===== src/rtl/comp_pkg.sv =====
package comp_pkg;

  localparam int unsigned PIX_W = 32;
  localparam int unsigned RGB_W = 24;
  localparam int unsigned CH_W  = 8;

  typedef struct packed {
    logic             hit;
    logic             lowest;
    logic [CH_W-1:0]  alpha;
    logic [RGB_W-1:0] rgb;
  } pipe_res_t;

  function automatic logic [CH_W-1:0] div255_round(input logic [15:0] prod);
    logic [16:0] t;
    t = {1'b0, prod} + 17'd127;
    return CH_W'(t / 17'd255);
  endfunction

endpackage


===== src/rtl/comp_pipe_arbiter.sv =====
module comp_pipe_arbiter
  import comp_pkg::*;
#(
  parameter int NUM_LAYERS = 4,
  parameter int PRIO_W     = 2,
  parameter int PIPE_ID    = 0
) (
  input  logic [NUM_LAYERS-1:0]        en,
  input  logic [NUM_LAYERS-1:0]        cov,
  input  logic [NUM_LAYERS-1:0]        pipe_sel,
  input  logic [NUM_LAYERS*PRIO_W-1:0] prio,
  input  logic [NUM_LAYERS-1:0]        ga_en,
  input  logic [NUM_LAYERS*CH_W-1:0]   ga,
  input  logic [NUM_LAYERS*PIX_W-1:0]  pix,
  output pipe_res_t                    res
);

  localparam int IDX_W = (NUM_LAYERS > 1) ? $clog2(NUM_LAYERS) : 1;

  logic              found;
  logic [IDX_W-1:0]  best_i;
  logic [PRIO_W-1:0] best_p;
  logic [PIX_W-1:0]  win_px;
  logic [CH_W-1:0]   win_ga;

  // highest priority wins; strict compare keeps the lower index on ties
  always_comb begin
    found  = 1'b0;
    best_i = '0;
    best_p = '0;
    for (int i = 0; i < NUM_LAYERS; i++) begin
      if (en[i] && cov[i] && (pipe_sel[i] == 1'(PIPE_ID)) &&
          (!found || (prio[i*PRIO_W +: PRIO_W] > best_p))) begin
        found  = 1'b1;
        best_p = prio[i*PRIO_W +: PRIO_W];
        best_i = IDX_W'(i);
      end
    end
  end

  assign win_px = pix[best_i*PIX_W +: PIX_W];
  assign win_ga = ga[best_i*CH_W +: CH_W];

  always_comb begin
    res.hit    = found;
    res.lowest = (best_p == '0);
    res.rgb    = win_px[RGB_W-1:0];
    if (ga_en[best_i])
      res.alpha = div255_round(16'(win_px[PIX_W-1:RGB_W]) * 16'(win_ga));
    else
      res.alpha = win_px[PIX_W-1:RGB_W];
  end

endmodule


===== src/rtl/comp_alpha_blend.sv =====
module comp_alpha_blend
  import comp_pkg::*;
#(
  parameter int NUM_CH = 3
) (
  input  logic [CH_W-1:0]        alpha,
  input  logic [NUM_CH*CH_W-1:0] fg,
  input  logic [NUM_CH*CH_W-1:0] bg,
  output logic [NUM_CH*CH_W-1:0] mix
);

  logic [CH_W-1:0] inv_alpha;
  assign inv_alpha = 8'd255 - alpha;

  for (genvar c = 0; c < NUM_CH; c++) begin : g_ch
    logic [15:0] sum;
    assign sum = 16'(alpha) * 16'(fg[c*CH_W +: CH_W]) +
                 16'(inv_alpha) * 16'(bg[c*CH_W +: CH_W]);
    assign mix[c*CH_W +: CH_W] = div255_round(sum);
  end

endmodule


===== src/rtl/layer_compositor.sv =====
module layer_compositor
  import comp_pkg::*;
#(
  parameter int               NUM_LAYERS          = 4,
  parameter int               PRIO_W              = 2,
  parameter bit               LOWEST_ALPHA_DEFECT = 1'b0,
  parameter logic [RGB_W-1:0] BG_RESET            = 24'h000000
) (
  input  logic                         clk,
  input  logic                         rst,
  input  logic                         bg_wr,
  input  logic [RGB_W-1:0]             bg_data,
  input  logic                         in_valid,
  output logic                         in_ready,
  input  logic [NUM_LAYERS-1:0]        lay_en,
  input  logic [NUM_LAYERS-1:0]        lay_cov,
  input  logic [NUM_LAYERS-1:0]        lay_pipe,
  input  logic [NUM_LAYERS*PRIO_W-1:0] lay_prio,
  input  logic [NUM_LAYERS-1:0]        lay_ga_en,
  input  logic [NUM_LAYERS*CH_W-1:0]   lay_ga,
  input  logic [NUM_LAYERS*PIX_W-1:0]  lay_pix,
  output logic                         out_valid,
  input  logic                         out_ready,
  output logic [RGB_W-1:0]             out_pixel
);

  localparam int NUM_PIPES = 2;
  localparam int NUM_CH    = RGB_W / CH_W;

  logic [RGB_W-1:0] bg_q;
  pipe_res_t        res [NUM_PIPES];
  logic [RGB_W-1:0] over_bg;
  logic [RGB_W-1:0] base0;
  logic             kill0;
  logic [RGB_W-1:0] base;
  logic [RGB_W-1:0] over_base;
  logic [RGB_W-1:0] mix;

  always_ff @(posedge clk) begin
    if (rst)        bg_q <= BG_RESET;
    else if (bg_wr) bg_q <= bg_data;
  end

  for (genvar p = 0; p < NUM_PIPES; p++) begin : g_pipe
    comp_pipe_arbiter #(
      .NUM_LAYERS (NUM_LAYERS),
      .PRIO_W     (PRIO_W),
      .PIPE_ID    (p)
    ) u_arb (
      .en       (lay_en),
      .cov      (lay_cov),
      .pipe_sel (lay_pipe),
      .prio     (lay_prio),
      .ga_en    (lay_ga_en),
      .ga       (lay_ga),
      .pix      (lay_pix),
      .res      (res[p])
    );
  end

  comp_alpha_blend #(.NUM_CH(NUM_CH)) u_blend_lo (
    .alpha (res[0].alpha),
    .fg    (res[0].rgb),
    .bg    (bg_q),
    .mix   (over_bg)
  );

  assign base0 = res[0].hit ? over_bg : bg_q;
  assign kill0 = LOWEST_ALPHA_DEFECT && res[0].hit && res[0].lowest &&
                 (res[0].alpha != 8'hFF);
  assign base  = kill0 ? bg_q : base0;

  comp_alpha_blend #(.NUM_CH(NUM_CH)) u_blend_hi (
    .alpha (res[1].alpha),
    .fg    (res[1].rgb),
    .bg    (base),
    .mix   (over_base)
  );

  assign mix = res[1].hit ? over_base : base;

  assign in_ready = !out_valid || out_ready;

  always_ff @(posedge clk) begin
    if (rst) begin
      out_valid <= 1'b0;
      out_pixel <= '0;
    end else if (in_ready) begin
      out_valid <= in_valid;
      if (in_valid) out_pixel <= mix;
    end
  end

endmodule


===== config.mk =====
export PLATFORM = sky130hd
export DESIGN_NAME = layer_compositor
export DESIGN_NICKNAME = d
export VERILOG_FILES = /design/src/rtl/comp_pkg.sv /design/src/rtl/comp_pipe_arbiter.sv /design/src/rtl/comp_alpha_blend.sv /design/src/rtl/layer_compositor.sv
export SDC_FILE = /design/constraint.sdc
export NUM_CORES = 2
export LEC_CHECK = 0
export ABC_AREA = 1
export CAP_MARGIN = 40
export CORE_ASPECT_RATIO = 0.8
export CORE_MARGIN = 8
export CORE_UTILIZATION = 55
export CTS_BUF_LIST = sky130_fd_sc_hd__clkbuf_8
export DETAILED_ROUTE_END_ITERATION = 16
export GPL_TIMING_DRIVEN = 0
export PLACE_DENSITY = 0.73
export REMOVE_ABC_BUFFERS = 1
export SLEW_MARGIN = 25
export SYNTH_ARGS = -nofsm -noshare
export SYNTH_HDL_FRONTEND = slang
export SYNTH_HIERARCHICAL = 1
export SYNTH_SLANG_ARGS = --single-unit

===== constraint.sdc =====
create_clock -name clk -period 52.2 [get_ports clk]
set_clock_uncertainty 0.15 [all_clocks]
set_input_delay 10.44 -clock clk [delete_from_list [all_inputs] [get_ports clk]]
set_output_delay 10.44 -clock clk [all_outputs]
set_load 0.01 [all_outputs]

==> metrics.csv <==
metric,value,unit
path_clk_slew,140,ps
antenna_found_initial,10,
startpoint_type,input pin,
cts_resized,0,
cts_tree,done,
htree_num_levels,2,
wl_met2,68900,um
post-route-period-util,0.915,
cap_violations,0,
clk-insertion-delay-late,420,ps
nets,10400,
start_util,0.554,
slew_headroom,0.375,
dp_hpwl,138000,um
drc,0,
dr_total_vias,54800,
num-fill-cells,9768,
cts_root_buf,clkbuf_8,
gp_congestion,0.939,
timing_worst_setup_path_type,in2reg,
postRouteAntennaNets,0,
grt_use_total,0.288,
die_w,372,um
num_rows,104,
synth_area,55700,um2
grt-ovfl-total,0,
setup_viol_count_final,0,
avgSynthCellArea,6.23,um2
grt_pass1_vias,54000,
cts.sinks,49,
hold_path.class,reg2reg,
final_util,0.601,
cts_setup_buffers,0,
clock.fmax,20.9,MHz
clock_path_buffers,2,
wl_per_cell,15.5,um
tightest_slew,937,ps
pre_cts_slack,4530,ps
rsz0062_at_grt,false,
cp-end-kind,flip-flop,
synth_warnings,6,
dp.cells,10400,
drive_gt1_frac,0.0935,
coreArea,101000,um2
outcome,finished clean,
cp_max_fo,43,
layout_setup_ws,4440,ps
worstPathArrival,47940,ps
numCtsBuffers,5,
routed_wl,161000,um
dieHeight,301,um
cp_common_cell,nand2_1,
grt_pass1_wl,268000,um
area_growth,8.37,%
via_per_inst,5.27,
drv_slew,0,
first_pass_iters,6,
num_io_pins,239,
dr_wl_met3,14900,um
hold_viol,0,
drt-initial-drc-count,4385,
port_buffers,238,
worst_ep_required_time,52380,ps
drt-met1-wl,74300,um
netlist_instances,8954,
slowest_stage,a32oi_1,
die_area,112000,um2
critical-path-max-stage-delay,700,ps
stdcell_count,10400,
grt_max_degree,55,
final.min_clock_period,47760,ps
dr.max_layer_used,met5,
postCtsHoldBufs,0,
==> worst max-delay path: cells and delay by family <==
kind	cells	cell delay [ps]
fa+ha+maj	25	10710
xor+xnor	2	410
simple gates	158	18860
compound gates	13	3080
buf+inv	34	4170
==> metrics by stage <==
step	area (um2)	setup TNS, ps	hold WS (ps)
final	60400	0	376
after detailed placement	60200	0	353
after global placement	58800	-30160	347
after CTS	60300	0	375
after global routing	60400	0	395
after floorplan	54800	0	313
==> area by class of cell <==
class	count	area, um2	area share
Antenna cell	4	10.0	0.000166
Clock buffer	5	68.8	0.00114
Clock inverter	3	26.3	0.000435
Inverter	2164	8140	0.135
Multi-Input combinational cell	6531	46000	0.761
Sequential cell	49	981	0.0162
Tap cell	1325	1660	0.0274
Timing Repair Buffer	305	3560	0.0589
==> sequential cells by signal, summed over array words and instances (netlist names) <==
signal     cells
bg_q          24
out_pixel     24
out_valid      1
==> final timing paths <==
kind,from,end,slack [ps],depth (start not counted)
max,lay_cov[0],out_pixel[16],4440,232
min,out_pixel[20],out_pixel[20],380,4
max reg2reg,bg_q[15],out_pixel[8],30850,135
min reg2reg,out_pixel[20],out_pixel[20],380,4
==> metal layers <==
| layer | GRT usage | up-vias |
|---|---|---|
| met3 | 0.0634 | 176 |
| met1 | 0.406 | 25500 |
| li1 | - | 27200 |
| met2 | 0.454 | 1874 |
| met4 | 0.0551 | 4 |
| met5 | 0 | - |
==> layout by cell type (no fill, tap or decap), drive strengths merged, types with 3 or more instances in the layout <==
cell type,count
conb,6
o22ai,57
a21oi,181
nor3,32
nand2,2710
ha,489
xnor2,33
nand4,127
o21bai,22
o21ai,299
fa,660
a21o,12
nor3b,3
clkinv,19
a21boi,10
clkdlybuf4s50,237
nor2,987
diode,4
or2,14
nand3b,34
and2,10
o211ai,18
dfxtp,49
a32oi,15
inv,2146
xor2,94
nand3,644
clkbuf,9
a31oi,8
o32ai,52
buf,64
Power is left out: the tool's default activity adds up to more than one toggle a clock period on the data nets, which glitch-free logic cannot reach.
